`config.mk`:
```
export PLATFORM = sky130hd
export DESIGN_NAME = sd_spi_seq
export DESIGN_NICKNAME = d
export VERILOG_FILES = /design/src/rtl/sd_spi_pkg.sv /design/src/rtl/sd_sclk_tick.sv /design/src/rtl/sd_spi_byte.sv /design/src/rtl/sd_seq_fsm.sv /design/src/rtl/sd_spi_seq.sv
export SDC_FILE = /design/constraint.sdc
export NUM_CORES = 1
export LEC_CHECK = 0
export BUFFER_PORTS_ARGS = -buffer_cell sky130_fd_sc_hd__buf_4
export CORE_ASPECT_RATIO = 0.8
export CORE_UTILIZATION = 60
export CTS_CLUSTER_DIAMETER = 120
export CTS_CLUSTER_SIZE = 28
export DETAILED_ROUTE_END_ITERATION = 12
export PLACE_DENSITY = 0.9
export SLEW_MARGIN = 20
export SYNTH_ARGS = -nofsm -noshare
export SYNTH_HDL_FRONTEND = slang
export SYNTH_SLANG_ARGS = --single-unit
```
`constraint.sdc`:
```
create_clock -name clk -period 4.2 [get_ports clk]
set_clock_uncertainty 0.15 [all_clocks]
set_input_delay 0.84 -clock clk [delete_from_list [all_inputs] [get_ports clk]]
set_output_delay 0.84 -clock clk [all_outputs]
set_load 0.03 [all_outputs]
```
`src/rtl/sd_spi_pkg.sv`:
```
package sd_spi_pkg;

    localparam int BYTE_W      = 8;
    localparam int FRAME_BYTES = 6;
    localparam int FRAME_W     = FRAME_BYTES * BYTE_W;
    localparam logic [BYTE_W-1:0] FILL_BYTE = 8'hFF;

    typedef enum logic [2:0] {
        ST_SYNC,
        ST_IDLE,
        ST_PRE_HI,
        ST_PRE_LO,
        ST_CMD,
        ST_POLL,
        ST_POST_LO,
        ST_POST_HI
    } seq_state_e;

    typedef struct packed {
        logic [BYTE_W-1:0] data;
        logic              timeout;
        logic              misalign;
    } rsp_t;

    function automatic logic is_valid_rsp(logic [BYTE_W-1:0] b);
        return !b[BYTE_W-1];
    endfunction

    function automatic logic is_misaligned(logic [BYTE_W-1:0] b);
        return b[BYTE_W-1] && (b != FILL_BYTE);
    endfunction

    function automatic int cnt_width(int n);
        return (n > 1) ? $clog2(n) : 1;
    endfunction

endpackage

```
`src/rtl/sd_sclk_tick.sv`:
```
module sd_sclk_tick #(
    parameter int DIV_W = 8
) (
    input  logic             clk,
    input  logic             rst,
    input  logic             run,
    input  logic [DIV_W-1:0] half_div,
    output logic             sclk,
    output logic             rise_tick,
    output logic             fall_tick
);
    logic [DIV_W-1:0] cnt;
    logic             hit;

    assign hit       = run && (cnt >= half_div);
    assign rise_tick = hit && !sclk;
    assign fall_tick = hit && sclk;

    always_ff @(posedge clk) begin
        if (rst || !run) begin
            cnt  <= '0;
            sclk <= 1'b0;
        end else if (hit) begin
            cnt  <= '0;
            sclk <= ~sclk;
        end else begin
            cnt <= cnt + 1'b1;
        end
    end

endmodule

```
`src/rtl/sd_spi_byte.sv`:
```
module sd_spi_byte
    import sd_spi_pkg::*;
#(
    parameter int DIV_W = 8
) (
    input  logic              clk,
    input  logic              rst,
    input  logic              go,
    input  logic [BYTE_W-1:0] tx_byte,
    input  logic              miso,
    input  logic [DIV_W-1:0]  half_div,
    output logic              sclk,
    output logic              mosi,
    output logic              byte_done,
    output logic [BYTE_W-1:0] rx_byte
);
    localparam int BW = cnt_width(BYTE_W);
    localparam logic [BW-1:0] LAST_BIT = BW'(BYTE_W - 1);

    logic              busy;
    logic [BYTE_W-1:0] tx_sh;
    logic [BYTE_W-1:0] rx_sh;
    logic [BW-1:0]     bit_idx;
    logic              rise_tick;
    logic              fall_tick;

    sd_sclk_tick #(.DIV_W(DIV_W)) u_tick (
        .clk       (clk),
        .rst       (rst),
        .run       (busy),
        .half_div  (half_div),
        .sclk      (sclk),
        .rise_tick (rise_tick),
        .fall_tick (fall_tick)
    );

    always_ff @(posedge clk) begin
        if (rst) begin
            busy      <= 1'b0;
            byte_done <= 1'b0;
            tx_sh     <= FILL_BYTE;
            rx_sh     <= '0;
            bit_idx   <= '0;
        end else begin
            byte_done <= 1'b0;
            if (!busy) begin
                if (go && !byte_done) begin
                    busy    <= 1'b1;
                    tx_sh   <= tx_byte;
                    bit_idx <= '0;
                end
            end else begin
                if (rise_tick) begin
                    rx_sh <= {rx_sh[BYTE_W-2:0], miso};
                end
                if (fall_tick) begin
                    if (bit_idx == LAST_BIT) begin
                        busy      <= 1'b0;
                        byte_done <= 1'b1;
                        tx_sh     <= FILL_BYTE;
                    end else begin
                        tx_sh   <= {tx_sh[BYTE_W-2:0], 1'b1};
                        bit_idx <= bit_idx + 1'b1;
                    end
                end
            end
        end
    end

    assign mosi    = tx_sh[BYTE_W-1];
    assign rx_byte = rx_sh;

    // data line only moves while the serial clock is low
    a_r4_mosi_stable_high: assert property (@(posedge clk) disable iff (rst)
        (sclk && $past(sclk)) |-> $stable(mosi));

    // serial clock rests low whenever no byte is in flight
    a_r10_sclk_rest_low: assert property (@(posedge clk) disable iff (rst)
        (!busy && !$past(busy)) |-> !sclk);

endmodule

```
`src/rtl/sd_seq_fsm.sv`:
```
module sd_seq_fsm
    import sd_spi_pkg::*;
#(
    parameter int SYNC_CLKS = 80,
    parameter int POLL_MAX  = 8
) (
    input  logic               clk,
    input  logic               rst,
    input  logic               start,
    input  logic [FRAME_W-1:0] cmd_frame,
    input  logic               byte_done,
    input  logic [BYTE_W-1:0]  rx_byte,
    output logic               go,
    output logic [BYTE_W-1:0]  tx_byte,
    output logic               cs_n,
    output logic               ready,
    output logic               done,
    output rsp_t               result
);
    localparam int SYNC_BYTES = (SYNC_CLKS + BYTE_W - 1) / BYTE_W;
    localparam int SW = cnt_width(SYNC_BYTES);
    localparam int PW = cnt_width(POLL_MAX);
    localparam int FW = cnt_width(FRAME_BYTES);
    localparam logic [SW-1:0] SYNC_LAST  = SW'(SYNC_BYTES - 1);
    localparam logic [PW-1:0] POLL_LAST  = PW'(POLL_MAX - 1);
    localparam logic [FW-1:0] FRAME_LAST = FW'(FRAME_BYTES - 1);

    seq_state_e         state;
    logic [SW-1:0]      sync_cnt;
    logic [PW-1:0]      poll_cnt;
    logic [FW-1:0]      cmd_idx;
    logic [FRAME_W-1:0] cmd_q;

    assign go      = (state != ST_IDLE);
    assign ready   = (state == ST_IDLE);
    assign tx_byte = (state == ST_CMD) ? cmd_q[FRAME_W-1 -: BYTE_W] : FILL_BYTE;
    assign cs_n    = !((state == ST_PRE_LO) || (state == ST_CMD) ||
                       (state == ST_POLL)   || (state == ST_POST_LO));

    always_ff @(posedge clk) begin
        if (rst) begin
            state    <= ST_SYNC;
            sync_cnt <= '0;
            poll_cnt <= '0;
            cmd_idx  <= '0;
            cmd_q    <= '0;
            done     <= 1'b0;
            result   <= '{data: FILL_BYTE, timeout: 1'b0, misalign: 1'b0};
        end else begin
            done <= 1'b0;
            unique case (state)
                ST_SYNC: if (byte_done) begin
                    if (sync_cnt == SYNC_LAST) state <= ST_IDLE;
                    else sync_cnt <= sync_cnt + 1'b1;
                end
                ST_IDLE: if (start) begin
                    cmd_q  <= cmd_frame;
                    result <= '{data: FILL_BYTE, timeout: 1'b0, misalign: 1'b0};
                    state  <= ST_PRE_HI;
                end
                ST_PRE_HI: if (byte_done) state <= ST_PRE_LO;
                ST_PRE_LO: if (byte_done) begin
                    cmd_idx <= '0;
                    state   <= ST_CMD;
                end
                ST_CMD: if (byte_done) begin
                    cmd_q <= {cmd_q[FRAME_W-BYTE_W-1:0], FILL_BYTE};
                    if (cmd_idx == FRAME_LAST) begin
                        poll_cnt <= '0;
                        state    <= ST_POLL;
                    end else begin
                        cmd_idx <= cmd_idx + 1'b1;
                    end
                end
                ST_POLL: if (byte_done) begin
                    if (is_valid_rsp(rx_byte)) begin
                        result.data <= rx_byte;
                        state       <= ST_POST_LO;
                    end else if (is_misaligned(rx_byte)) begin
                        result.data     <= rx_byte;
                        result.misalign <= 1'b1;
                        state           <= ST_POST_LO;
                    end else if (poll_cnt == POLL_LAST) begin
                        result.timeout <= 1'b1;
                        state          <= ST_POST_LO;
                    end else begin
                        poll_cnt <= poll_cnt + 1'b1;
                    end
                end
                ST_POST_LO: if (byte_done) state <= ST_POST_HI;
                ST_POST_HI: if (byte_done) begin
                    done  <= 1'b1;
                    state <= ST_IDLE;
                end
                default: state <= ST_IDLE;
            endcase
        end
    end

    // completion is a single-cycle pulse
    a_r8_done_pulse: assert property (@(posedge clk) disable iff (rst)
        done |=> !done);

    // a strobe while polling never restarts the framing
    a_r9_no_restart: assert property (@(posedge clk) disable iff (rst)
        (state == ST_POLL && start) |=> (state != ST_PRE_HI));

    // a finished poll never reports both faults
    a_r7_flags_exclusive: assert property (@(posedge clk) disable iff (rst)
        !(result.timeout && result.misalign));

endmodule

```
`src/rtl/sd_spi_seq.sv`:
```
module sd_spi_seq
    import sd_spi_pkg::*;
#(
    parameter int DIV_W     = 8,
    parameter int SYNC_CLKS = 80,
    parameter int POLL_MAX  = 8
) (
    input  logic               clk,
    input  logic               rst,
    input  logic [DIV_W-1:0]   div_ratio,
    input  logic [FRAME_W-1:0] cmd_frame,
    input  logic               start,
    input  logic               miso,
    output logic               sclk,
    output logic               mosi,
    output logic               cs_n,
    output logic               ready,
    output logic               done,
    output logic [BYTE_W-1:0]  rsp_byte,
    output logic               timeout,
    output logic               align_err
);
    logic              go;
    logic              byte_done;
    logic [BYTE_W-1:0] tx_byte;
    logic [BYTE_W-1:0] rx_byte;
    rsp_t              result;

    sd_seq_fsm #(
        .SYNC_CLKS (SYNC_CLKS),
        .POLL_MAX  (POLL_MAX)
    ) u_fsm (
        .clk       (clk),
        .rst       (rst),
        .start     (start),
        .cmd_frame (cmd_frame),
        .byte_done (byte_done),
        .rx_byte   (rx_byte),
        .go        (go),
        .tx_byte   (tx_byte),
        .cs_n      (cs_n),
        .ready     (ready),
        .done      (done),
        .result    (result)
    );

    sd_spi_byte #(.DIV_W(DIV_W)) u_byte (
        .clk       (clk),
        .rst       (rst),
        .go        (go),
        .tx_byte   (tx_byte),
        .miso      (miso),
        .half_div  (div_ratio),
        .sclk      (sclk),
        .mosi      (mosi),
        .byte_done (byte_done),
        .rx_byte   (rx_byte)
    );

    assign rsp_byte  = result.data;
    assign timeout   = result.timeout;
    assign align_err = result.misalign;

    // card select moves only with the serial clock low
    a_r13_cs_sclk_low: assert property (@(posedge clk) disable iff (rst)
        !$stable(cs_n) |-> !sclk);

    // the completion pulse comes with the card deselected
    a_r8_done_deselected: assert property (@(posedge clk) disable iff (rst)
        done |-> (cs_n && !sclk));

endmodule

```
-- Word level (Yosys, flattened, before mapping)
Cells that the tools add are included.
- register bits: 102
- input bits: 60
- output and inout bits: 15
- word-level logic and storage cells: 145
- $add $sub $neg: 5
- $lt $le $gt $ge: 1
- equal/unequal tests: 33
- multiplexer cells: 52
- bitwise operators: 5
- reductions and logical operators: 33
- operators with widths (operator ; count):
    two-way mux 48 bit ; 2
    case mux 48 bit (2 select lines) ; 1
    two-way mux 3 bit ; 26
    two-way mux 8 bit ; 7
    case mux 3 bit (8 select lines) ; 1
    == test 3 bit, second input constant ; 7
    two-way mux 10 bit ; 2
    case mux 10 bit (2 select lines) ; 1
    inequality test 2 x 1 -> 1 bit, second input constant ; 9
    inequality test 2 bit, second input constant ; 9
    case mux 3 bit (2 select lines) ; 2
    AND reduction 11 bit ; 1
    nonzero test 2 bit ; 5
    adder 3 x 1 -> 3 bit, second input constant ; 3
    two-way mux 1 bit ; 9
    AND reduction 3 bit ; 3
    adder 8 x 1 -> 8 bit, second input constant ; 1
    greater-or-equal comparator 8 bit ; 1
    inequality test 8 bit, second input constant ; 1
    AND reduction 4 bit ; 2
    AND reduction 7 bit ; 1
    == test 3 x 2 -> 1 bit, second input constant ; 2
    AND reduction 6 bit ; 1
    logical AND 1 bit ; 5
    15 further kinds ; 27

-- Depth between registers and ports, before layout
- word-level depth: 6
- gate-level depth with buffers: 8

-- By module
A second synthesis with hierarchy kept.
- cells, all modules: 579
- area, all modules: 4879.7 µm²
- modules (own cells, without submodules) (module ; times used ; cells an instance ; area each (µm²) ; seq. area each (µm²)):
    sd_seq_fsm ; 1 ; 413 ; 3357.0 ; 1441.4
    sd_spi_byte ; 1 ; 96 ; 875.8 ; 420.4
    sd_sclk_tick ; 1 ; 70 ; 646.9 ; 180.2

-- Least setup slack after synthesis
Ideal clock, no wire load.
- path kind: input to register
- start point: input port div_ratio[2]
- end point: register u_byte.rx_sh[0], in the netlist u_byte.rx_byte[0]
- setup time: 0.072 ns
- arrival: 2.318 ns
- required time: 3.978 ns
- setup slack: 1.660 ns
- stages on the path: 7
- buffers on the path: 0
- cells stage by stage: inv_1 ha_1 and3_1 o21ai_0 a311o_2 a21oi_4 mux2i_1
- longest elaborated chain between the ends: 4
- ends and longest elaborated chain (what ; RTL line ; text):
    from (decl) ; sd_spi_seq.sv:10 ; input logic [DIV_W-1:0] div_ratio,
    greater-or-equal comparator 8 bit ; sd_sclk_tick.sv:15 ; assign hit = run && (cnt >= half_div);
    logical AND 1 bit ; sd_sclk_tick.sv:15 ;
    logical AND 1 bit ; sd_sclk_tick.sv:16 ; assign rise_tick = hit && !sclk;
    AND reduction 2 bit (no line) ; n/a ;
    to (signal assigned) ; sd_spi_byte.sv:54 ; rx_sh <= {rx_sh[BYTE_W-2:0], miso};
    to (decl) ; sd_spi_byte.sv:22 ; logic [BYTE_W-1:0] rx_sh;
No other way between the ends.
A chain may end at the register's enable or synchronous reset.

-- Worst setup path in the final report
- start point: register u_fsm.state[2]
- end point: register u_fsm.cmd_idx[2]
- longest elaborated chain between the ends: 3
- elaborated cells on any way between the ends: 8
- those cells by class: eq/ne (5); mux (1); reduce/logical (2)
- ends and longest elaborated chain (what ; RTL line ; text):
    from (decl) ; sd_seq_fsm.sv:28 ; seq_state_e state;
    from (signal assigned) ; sd_seq_fsm.sv:42 ; state <= ST_SYNC;
    from (signal assigned) ; sd_seq_fsm.sv:53 ; if (sync_cnt == SYNC_LAST) state <= ST_IDLE;
    from (signal assigned) ; sd_seq_fsm.sv:59 ; state <= ST_PRE_HI;
    == test 3 x 2 -> 1 bit or == test 3 bit (tied branches) ; sd_seq_fsm.sv:51 ; unique case (state)
    inequality test 2 x 1 -> 1 bit (no line) (tied with other cells) ; n/a ;
    AND reduction 4 bit (no line) ; n/a ;
    to (signal assigned) ; sd_seq_fsm.sv:72 ; cmd_idx <= cmd_idx + 1'b1;
    to (decl) ; sd_seq_fsm.sv:31 ; logic [FW-1:0] cmd_idx;
Parallel ways exist; a longest one is shown, timed or not.

==> out/metrics.cfg <==
[sta]
setup_viol=0
timing_worst_slew_pin_value_ps=1058
period_minus_slack_ps=2639
setup-tns-final_ps=0
unrepaired_setup_endpoints_after_global_routing=false
final-max-slew-violation-count=0
hold_viol=0
setup_slack_ps=1561
max_slew_margin=0.2950
timing.hold.ws_ps=329.8
finalCritPeriodShare=0.6283
fmax_mhz=378.9

[outcome]
status=complete, no violations

[min_path]
hp-start=u_fsm.cmd_q[25]
hold_crit_class=register to register
min_delay_path_depth=2
worst_hold_path.endpoint=u_fsm.cmd_q[33]

[drt]
drt-total-wl_um=10270
firstDrtPassIters=5
via_count=4098
drt-vias-per-instance=5.568
antenna_left=0
wl_per_cell_um=13.95
detail_route.drc_violations=0
initialDrtViolationCount=216

[critical_path]
setup.worst_path.end_class=register
crit_required_ps=4270
path_class=register to register
crit_fanout=51
reg2reg_slack_ps=1560
worstSetupStartpointType=register
crit_arrival_ps=2710
worstRegToRegCells=5
r2r-start=u_fsm.state[2]
worst_r2r_endpoint=u_fsm.cmd_idx[2]

[finish]
layout.filler_cells=571
layout.core_utilization=0.7289
layoutNonFillerInstCount=736
antenna_diode_count=0
layout-area-overhead-vs-synth_pct=14.86
finish.instance_area_um2=5542
nets=704
final_layout_size_suffix_gt1_frac=0.1743

[floorplan]
initial_utilization=0.6346
die_h_um=82.21
die-area_um2=8406
core_region_area_um2=7602
design.portCount=75
floorplan.rows=28
dieWidth_um=102.3

[global_route]
grt_pass1_wl_um=16990
grt_start_max_net_pins=89
grt_pass1_vias=3765
grt_antenna_before_repair=0
overflow=0
grt_usage=0.2595

[synth]
synth_nets=654
yosys_most_used_dff=sky130_fd_sc_hd__dfxtp_1
post_synth_instance_area_um2=4825
synth_cell_type_count=52
yosysSeqAreaShare=0.4232
mapped_cells=577
fraction_of_synthesis_flops_using_an_asynchronous_set_or_reset_pin=0
postSynthRegisterBits=102
post_synth_most_frequent_cells=sky130_fd_sc_hd__nor2_1, sky130_fd_sc_hd__dfxtp_1, sky130_fd_sc_hd__nand2_1
yosysTopAreaCellShare=0.4232
synth.largest_area_cell=sky130_fd_sc_hd__dfxtp_1
postSynthAreaPerCell_um2=8.362
synth.area.top_cells=sky130_fd_sc_hd__dfxtp_1, sky130_fd_sc_hd__nor2_1, sky130_fd_sc_hd__nand2_1, sky130_fd_sc_hd__a311oi_1, sky130_fd_sc_hd__mux2i_1
yosys.cell_count.top_type=sky130_fd_sc_hd__nor2_1
synth-edff-count=0
synth-warning-count=0

[clocking]
clock_pin_slew_on_the_worst_setup_and_hold_paths_ps=90
clock_latency_ps=360
cts_resized=0
postCtsHoldBufs=0
clock_tree_from_tritoncts=yes
cts_setup_buffers=0
numCtsBuffers=9
cts.path.max_buffers=2
cts_sinks=102
cts-htree-levels=3
clock_tree.root_cell=sky130_fd_sc_hd__clkbuf_8

[placement]
placedCellCount=721
dpl.hpwl_um=6981
dpl_cell_area_um2=5345
placement.io_buffers=74
dp_slack_ps=1403
gp_routability_congestion=0.7952

[pwr]
power.share.combinational=0.056
clkPwrFrac=0.366
power.internal_mw=1.311
power.share.switching=0.2208
total_switching_power_mw=0.3716
max_ir_drop_vdd_uv=177.7
power.leakage_nw=2.155
power_total_mw=1.683
powerDensity_nw_per_um2=303.7
power_frac_seq=0.578

[run]
max-cap-violations=0

power groups by stage:
stage	clock network [mW]	logic (mW)	registers [mW]
floorplan	0	0.0469	0.992
global placement	0	0.0908	0.995
detailed placement	0	0.0931	0.995
CTS	0.623	0.0940	0.973
global route	0.668	0.103	0.974
finish	0.616	0.0940	0.973
metal layers:
metal | track usage | wire, um | up-vias
met5 | 0 | 0 | -
met4 | 0.07286 | 107 | 0
met3 | 0.06061 | 519 | 11
met2 | 0.4470 | 5098 | 113
met1 | 0.3272 | 4542 | 1894
li1 | - | - | 2080
critical path: stages (launching register included):
cell and delay (ps):
sky130_fd_sc_hd__dfxtp_1 670, sky130_fd_sc_hd__or3b_2 910, sky130_fd_sc_hd__a21oi_4 360, sky130_fd_sc_hd__o21ai_2 120, sky130_fd_sc_hd__o21ai_0 210, sky130_fd_sc_hd__a21oi_1 90
kinds of logic (layout without fill, tap and decap cells):
family / Yosys count / in the layout / share of synthesized area
adders and majority gates: 17 / 17 / 0.04409
buffers and inverters: 54 / 108 / 0.05291
DFF: 102 / 102 / 0.4232
AOI/OAI and AO/OA: 82 / 82 / 0.1398
xor gates and xnor gates: 11 / 11 / 0.01997
muxes: 24 / 24 / 0.04979
and+or+nand+nor: 287 / 287 / 0.2702
cells in the final DEF (no fill, tap or decap), types with 2 or more instances in the layout:
cell type / netlist / routed
sky130_fd_sc_hd__nor2b_1: 2 / 2
sky130_fd_sc_hd__nand2b_1: 12 / 12
sky130_fd_sc_hd__a21oi_4: 2 / 2
sky130_fd_sc_hd__nand3_1: 9 / 9
sky130_fd_sc_hd__nand2_1: 98 / 98
sky130_fd_sc_hd__nor3b_4: 1 / 2
sky130_fd_sc_hd__and3_1: 4 / 4
sky130_fd_sc_hd__nand4b_1: 2 / 2
sky130_fd_sc_hd__a211oi_1: 2 / 2
sky130_fd_sc_hd__and3b_1: 2 / 2
sky130_fd_sc_hd__nor2_1: 115 / 115
sky130_fd_sc_hd__clkbuf_8: 0 / 10
sky130_fd_sc_hd__o21ai_0: 3 / 3
sky130_fd_sc_hd__inv_1: 16 / 16
sky130_fd_sc_hd__nor4_4: 2 / 2
sky130_fd_sc_hd__a21oi_1: 13 / 13
sky130_fd_sc_hd__nor3_1: 28 / 28
sky130_fd_sc_hd__nand2_2: 2 / 2
sky130_fd_sc_hd__a31oi_1: 2 / 2
sky130_fd_sc_hd__buf_4: 6 / 77
sky130_fd_sc_hd__o21bai_1: 8 / 8
sky130_fd_sc_hd__xor2_1: 6 / 6
sky130_fd_sc_hd__mux2i_1: 24 / 24
sky130_fd_sc_hd__dfxtp_1: 102 / 102
sky130_fd_sc_hd__a311oi_1: 40 / 40
sky130_fd_sc_hd__xnor2_1: 5 / 5
sky130_fd_sc_hd__ha_1: 17 / 17
sequential cells by signal, indices dropped and copies added (netlist names):
| register | flops |
|---|---|
| u_fsm.state | 3 |
| u_byte.u_tick.sclk | 1 |
| u_byte.byte_done | 1 |
| u_fsm.cmd_idx | 3 |
| u_byte.rx_byte | 8 |
| u_byte.u_tick.cnt | 8 |
| u_byte.busy | 1 |
| u_fsm.poll_cnt | 3 |
| u_fsm.sync_cnt | 4 |
| u_fsm.done | 1 |
| u_byte.tx_sh | 8 |
| u_fsm.cmd_q | 48 |
| u_fsm.result | 10 |
| u_byte.bit_idx | 3 |
how the worst max path moves through the flow:
stage	end	from	cells past startpoint
CTS	u_fsm.cmd_idx[2]	u_fsm.state[2]	5
global route	u_fsm.cmd_q[10]	u_fsm.state[0]	6
finish	u_fsm.cmd_idx[2]	u_fsm.state[2]	5
floorplan	u_byte.rx_byte[0]	div_ratio[2]	7
detailed placement	u_byte.rx_byte[2]	div_ratio[2]	8
global placement	u_byte.rx_byte[4]	div_ratio[2]	8
layout make-up:
| cell class | count | area, um2 | area share |
|---|---|---|---|
| multi-input combinational | 421 | 2534 | 0.4572 |
| tap | 105 | 131.4 | 0.02371 |
| sequential | 102 | 2042 | 0.3685 |
| clock buffer | 11 | 141.4 | 0.02551 |
| inverter | 16 | 60.06 | 0.01084 |
| clock inverter | 4 | 55.05 | 0.009935 |
| timing repair buffer | 77 | 578.1 | 0.1043 |
Note: power is estimated with default switching activity, not from simulation.
